<file path="src/rtl/pint_pkg.sv">
package pint_pkg;
  localparam int NUM_LINES = 4;
  localparam int ADDR_W    = 16;
  localparam int SLOT_SH   = 2;

  typedef enum logic {
    SEL_MASK = 1'b0,
    SEL_BASE = 1'b1
  } wr_sel_e;
endpackage

</file>
<file path="src/rtl/pint_pending.sv">
module pint_pending #(
  parameter int NUM_LINES = 4,
  localparam int IDX_W    = $clog2(NUM_LINES)
) (
  input  logic                 clk,
  input  logic                 rst_n,
  input  logic [NUM_LINES-1:0] req_i,
  input  logic                 ack_i,
  input  logic [IDX_W-1:0]     ack_idx_i,
  output logic [NUM_LINES-1:0] pend_o
);
  logic [NUM_LINES-1:0] pend_d, pend_q;

  always_comb begin
    pend_d = pend_q;
    if (ack_i) pend_d[ack_idx_i] = 1'b0;
    pend_d = pend_d | req_i;
  end

  always_ff @(posedge clk or negedge rst_n) begin
    if (!rst_n) pend_q <= '0;
    else        pend_q <= pend_d;
  end

  assign pend_o = pend_q;

  for (genvar k = 0; k < NUM_LINES; k++) begin : g_chk
    AST_REQ_SETS: assert property (@(posedge clk) disable iff (!rst_n)
      req_i[k] |=> pend_q[k]);
    AST_PEND_HOLDS: assert property (@(posedge clk) disable iff (!rst_n)
      (!req_i[k] && !(ack_i && ack_idx_i == IDX_W'(k))) |=> $stable(pend_q[k]));
    AST_ACK_CLEARS: assert property (@(posedge clk) disable iff (!rst_n)
      (ack_i && ack_idx_i == IDX_W'(k) && !req_i[k]) |=> !pend_q[k]);
  end
endmodule

</file>
<file path="src/rtl/pint_regs.sv">
module pint_regs
  import pint_pkg::*;
#(
  parameter int NUM_LINES = 4,
  parameter int ADDR_W    = 16
) (
  input  logic                 clk,
  input  logic                 rst_n,
  input  logic                 wr_en_i,
  input  logic                 wr_sel_i,
  input  logic [ADDR_W-1:0]    wr_data_i,
  output logic [NUM_LINES-1:0] mask_o,
  output logic [ADDR_W-1:0]    base_o
);
  logic                 mask_we, base_we;
  logic [NUM_LINES-1:0] mask_q;
  logic [ADDR_W-1:0]    base_q;

  always_comb begin
    mask_we = wr_en_i && (wr_sel_e'(wr_sel_i) == SEL_MASK);
    base_we = wr_en_i && (wr_sel_e'(wr_sel_i) == SEL_BASE);
  end

  always_ff @(posedge clk or negedge rst_n) begin
    if (!rst_n)       mask_q <= '0;
    else if (mask_we) mask_q <= wr_data_i[NUM_LINES-1:0];
  end

  always_ff @(posedge clk or negedge rst_n) begin
    if (!rst_n)       base_q <= '0;
    else if (base_we) base_q <= wr_data_i;
  end

  assign mask_o = mask_q;
  assign base_o = base_q;

  AST_MASK_LOAD: assert property (@(posedge clk) disable iff (!rst_n)
    (wr_en_i && !wr_sel_i) |=> mask_q == $past(wr_data_i[NUM_LINES-1:0]));
  AST_MASK_KEEP: assert property (@(posedge clk) disable iff (!rst_n)
    !(wr_en_i && !wr_sel_i) |=> $stable(mask_q));
endmodule

</file>
<file path="src/rtl/pint_encode.sv">
module pint_encode #(
  parameter int NUM_LINES = 4,
  parameter int ADDR_W    = 16,
  parameter int SLOT_SH   = 2,
  localparam int IDX_W    = $clog2(NUM_LINES)
) (
  input  logic                 clk,
  input  logic                 rst_n,
  input  logic [NUM_LINES-1:0] pend_i,
  input  logic [NUM_LINES-1:0] mask_i,
  input  logic [ADDR_W-1:0]    base_i,
  output logic                 irq_o,
  output logic [IDX_W-1:0]     idx_o,
  output logic [ADDR_W-1:0]    vec_o
);
  logic [NUM_LINES-1:0] eff;

  always_comb begin
    eff   = pend_i & mask_i;
    irq_o = |eff;
    idx_o = '0;
    for (int i = 0; i < NUM_LINES; i++) begin
      if (eff[i]) idx_o = i[IDX_W-1:0];
    end
    vec_o = base_i + (ADDR_W'(idx_o) << SLOT_SH);
  end

  AST_IDLE_IDX_ZERO: assert property (@(posedge clk) disable iff (!rst_n)
    !irq_o |-> idx_o == '0);
  AST_WINNER_TOP: assert property (@(posedge clk) disable iff (!rst_n)
    irq_o |-> (eff >> idx_o) == NUM_LINES'(1));
  AST_MASKED_SILENT: assert property (@(posedge clk) disable iff (!rst_n)
    irq_o |-> (mask_i[idx_o] && pend_i[idx_o]));
endmodule

</file>
<file path="src/rtl/pint_unit.sv">
module pint_unit
  import pint_pkg::*;
(
  input  logic                          clk,
  input  logic                          rst_n,
  input  logic [NUM_LINES-1:0]          req_i,
  input  logic                          wr_en_i,
  input  logic                          wr_sel_i,
  input  logic [ADDR_W-1:0]             wr_data_i,
  input  logic                          ack_i,
  input  logic [$clog2(NUM_LINES)-1:0]  ack_idx_i,
  output logic                          irq_o,
  output logic [$clog2(NUM_LINES)-1:0]  irq_idx_o,
  output logic [ADDR_W-1:0]             vec_addr_o
);
  logic                 rst_meta, rst_sync;
  logic [NUM_LINES-1:0] pend, mask;
  logic [ADDR_W-1:0]    base;

  always_ff @(posedge clk or negedge rst_n) begin
    if (!rst_n) begin
      rst_meta <= 1'b0;
      rst_sync <= 1'b0;
    end else begin
      rst_meta <= 1'b1;
      rst_sync <= rst_meta;
    end
  end

  pint_pending #(.NUM_LINES(NUM_LINES)) u_pending (
    .clk       (clk),
    .rst_n     (rst_sync),
    .req_i     (req_i),
    .ack_i     (ack_i),
    .ack_idx_i (ack_idx_i),
    .pend_o    (pend)
  );

  pint_regs #(.NUM_LINES(NUM_LINES), .ADDR_W(ADDR_W)) u_regs (
    .clk       (clk),
    .rst_n     (rst_sync),
    .wr_en_i   (wr_en_i),
    .wr_sel_i  (wr_sel_i),
    .wr_data_i (wr_data_i),
    .mask_o    (mask),
    .base_o    (base)
  );

  pint_encode #(.NUM_LINES(NUM_LINES), .ADDR_W(ADDR_W), .SLOT_SH(SLOT_SH)) u_encode (
    .clk    (clk),
    .rst_n  (rst_sync),
    .pend_i (pend),
    .mask_i (mask),
    .base_i (base),
    .irq_o  (irq_o),
    .idx_o  (irq_idx_o),
    .vec_o  (vec_addr_o)
  );

  AST_RESET_QUIET: assert property (@(posedge clk)
    !rst_sync |-> (!irq_o && vec_addr_o == '0));
endmodule

</file>
<file path="config.mk">
export PLATFORM = sky130hd
export DESIGN_NAME = pint_unit
export DESIGN_NICKNAME = d
export VERILOG_FILES = /design/src/rtl/pint_pkg.sv /design/src/rtl/pint_pending.sv /design/src/rtl/pint_regs.sv /design/src/rtl/pint_encode.sv /design/src/rtl/pint_unit.sv
export SDC_FILE = /design/constraint.sdc
export NUM_CORES = 1
export LEC_CHECK = 0
export ABC_AREA = 0
export BUFFER_PORTS_ARGS = -buffer_cell sky130_fd_sc_hd__buf_2
export CAP_MARGIN = 0
export CORE_MARGIN = 2
export CORE_UTILIZATION = 37
export CTS_CLUSTER_DIAMETER = 120
export DETAILED_ROUTE_END_ITERATION = 6
export HOLD_SLACK_MARGIN = 0.06
export PLACE_DENSITY = 0.67
export SLEW_MARGIN = 10
export SYNTH_ARGS = -nofsm -noshare
export SYNTH_HDL_FRONTEND = slang
export SYNTH_SLANG_ARGS = --single-unit
</file>
<file path="constraint.sdc">
create_clock -name clk -period 1.8 [get_ports clk]
set_input_delay 0.09 -clock clk [delete_from_list [all_inputs] [get_ports clk]]
set_output_delay 0.09 -clock clk [all_outputs]
set_load 0.03 [all_outputs]
</file>
==> results.sh <==
export IMPL_layout_common_cells="buf_2, dfrtp_1, dlygate4sd3_1"
export IMPL_via_per_inst=4.77
export IMPL_hold_viol_final=0
export IMPL_drv_cap=0
export IMPL_rows=21
export IMPL_grt_pass1_vias=1178
export IMPL_synth_main_ff_cell="dfrtp_1"
export IMPL_critPathMaxFanout=2
export IMPL_core_area_um2=3340
export IMPL_grt_pass1_wl_um=5200
export IMPL_rsz0062_at_grt="true"
export IMPL_synth_seq_cells=26
export IMPL_yosysTopAreaCell="dfrtp_1"
export IMPL_fmax_mhz=468
export IMPL_num_antenna_cells=0
export IMPL_hp_class="in -> reg"
export IMPL_min_period_over_period=1.19
export IMPL_failed_checks="negative setup slack"
export IMPL_power_leakage_nw=0.970
export IMPL_vias=1126
export IMPL_synth_seq_area_share=0.503
export IMPL_cp_endpoint="vec_addr_o[12]"
export IMPL_clock_skew_ns=0.0116
export IMPL_syn_avg_cell_area_um2=12.2
export IMPL_yosys_top_cells_area="dfrtp_1, mux2_2, xnor2_1"
export IMPL_finalWorstSetupSlack_ns=-0.338
export IMPL_clk_path_buf_depth=2
export IMPL_worstSetupPathType="reg -> out"
export IMPL_wl_per_cell_um=13.3
export IMPL_dr_pass1_iters=3
export IMPL_grt_use_total=0.165
export IMPL_dp_hpwl_um=2190
export IMPL_reg2reg_slack_ns=0.55
export IMPL_reg2reg_from="u_pending.pend_o[1]"
export IMPL_ios=46
export IMPL_dp_slack_ns=-0.0394
export IMPL_final_max_slew_viol_count=0
export IMPL_final_common_cell="buf_2"
export IMPL_cts_root_buf="clkbuf_4"
export IMPL_drive_above_1_share=0.568
export IMPL_nNetsFinal=221
export IMPL_io_buffers=45
export IMPL_final_min_clock_period_ns=2.14
export IMPL_startpoint="u_pending.pend_o[2]"
export IMPL_postSynth_asyncResetShare=1.00
export IMPL_worstSkewPairLatency_ns=0.32
export IMPL_synth_top_cell_area_share=0.503
export IMPL_cts_sink_count=26
export IMPL_setup_viol=14
export IMPL_drt_iter0_markers=39
export IMPL_ys_warn_count=0
export IMPL_numCtsBuffers=3
export IMPL_cts_max_level=1
export IMPL_gr_total_overflow=0
export IMPL_place_congestion=0.796
export IMPL_r2r_cells=3
export IMPL_cp_arrival_ns=2.05
export IMPL_cp_required_ns=1.71
export IMPL_die_h_um=63.1
export IMPL_syn2layout_area_growth_pct=68.0
export IMPL_antenna_found_initial=0
export IMPL_vdd_ir_drop_worst_v=0.000473
export IMPL_finalPower_mw=1.93
export IMPL_hold_worst_slack_ns=0.0733
export IMPL_start_util=0.388
export IMPL_start_kind="register"
export IMPL_synth_edf_count=0
export IMPL_die_width_um=63.1
export IMPL_p_per_area_nw_per_um2=887
export IMPL_fillers=263
export IMPL_netlist_area_um2=1290
export IMPL_ant_nets=0
export IMPL_die_area_um2=3990
export IMPL_wl_um=3150
export IMPL_grt_max_degree=25
export IMPL_drc=0
export IMPL_r2r_end="u_pending.pend_o[1]"
export IMPL_ys_types=25
export IMPL_cp_end_kind="primary output"
export IMPL_status="complete, but fails checks"
export IMPL_cts_tree="yes"
export IMPL_syn_nets=136
export IMPL_synth_cells=106
export IMPL_cts_reportedPaths_clkPinSlew_ns=0.14
## synthesized netlist by cell type (2+ instances only)
cell	count
nand2_1	9
a21o_1	3
nor4_1	2
ha_1	2
o21ai_0	2
mux2_2	20
xor2_1	5
nand3_1	7
nand2b_1	2
xnor2_1	7
buf_2	2
dfrtp_1	26
nand4_1	4
buf_4	2
nor3_1	3
## worst min-delay path by stage
| stage | startpoint | end | slack (ns) | depth (start not counted) |
|---|---|---|---|---|
| 3_5_place_dp | rst_n | rst_sync | -0.12 | 1 |
| 2_1_floorplan | rst_n | rst_meta | -0.21 | 0 |
| 5_1_grt | ack_idx_i[1] | u_pending.pend_o[3] | 0.08 | 3 |
| 6_report | ack_idx_i[1] | u_pending.pend_o[3] | 0.07 | 3 |
| 3_3_place_gp | rst_n | rst_sync | -0.12 | 1 |
| 4_1_cts | ack_idx_i[1] | u_pending.pend_o[3] | 0.07 | 3 |
## timing repair
item / in CTS / in global routing
hold buffers: 24 / 0
pin swaps: 7 / 5
hold endpoints to repair: 26 / 0
setup endpoints to repair: 13 / 14
resized for setup: 26 / 11
setup buffers: 4 / 4
## layout make-up
type                    count  area, um^2  area share
clock buffers               4        36.3      0.0167
inverters                   1        3.75     0.00173
multi-input cells          75         782       0.360
well taps                  46        57.6      0.0265
repair buffers             84         643       0.296
flip-flops and latches     26         651       0.299
## power breakdown
group	switching (mW)	internal (mW)	total, mW	leakage (nW)
registers	0.0878	0.657	0.745	0.296
logic	0.465	0.427	0.891	0.653
clock network	0.168	0.124	0.292	0.0210
## through the flow
| step | std cells | setup TNS (ns) | area [um^2] | util |
|---|---|---|---|---|
| 4_1_cts | 232 | -3.12 | 2090 | 0.625 |
| 2_1_floorplan | 106 | -0.321 | 1370 | - |
| 3_3_place_gp | 200 | 0 | 1680 | 0.502 |
| 5_1_grt | 236 | -5.11 | 2170 | 0.651 |
| 6_report | 236 | -3.54 | 2170 | 0.651 |
| 3_5_place_dp | 200 | -0.103 | 1680 | 0.502 |
## worst max-delay path, stage by stage (launching register included)
cell and delay [ns]:
dfrtp_1 0.42, nand2_2 0.08, nand3_2 0.08, nand2_4 0.08
ha_4 0.14, fa_2 0.21, nand4_1 0.18, nor3_2 0.23
xor2_2 0.16, buf_6 0.15
## registers in the layout (all words and copies together) (netlist names)
| signal | flops |
|---|---|
| u_regs.base_o | 16 |
| u_pending.pend_o | 4 |
| u_regs.mask_o | 4 |
| rst_meta | 1 |
| rst_sync | 1 |
## cell families after synthesis
kind of cell / Yosys count / synth area share
AOI/OAI and AO/OA: 7 / 0.0367
xor gates and xnor gates: 12 / 0.0812
adders and majority gates: 3 / 0.0348
buffers and inverters: 5 / 0.0222
DFF: 26 / 0.503
muxes: 20 / 0.174
other: 1 / 0.00290
and+or+nand+nor: 32 / 0.145
## layer usage
metal / global-route usage / share of wire / vias to the layer above
met1: 0.193 / 0.40 / 553
met2: 0.305 / 0.54 / 31
met5: 0 / 0 / -
met4: 0.0583 / 0.0060 / 0
met3: 0.0250 / 0.047 / 2
li1: - / - / 540
Note: power is estimated with default switching activity, not from simulation.
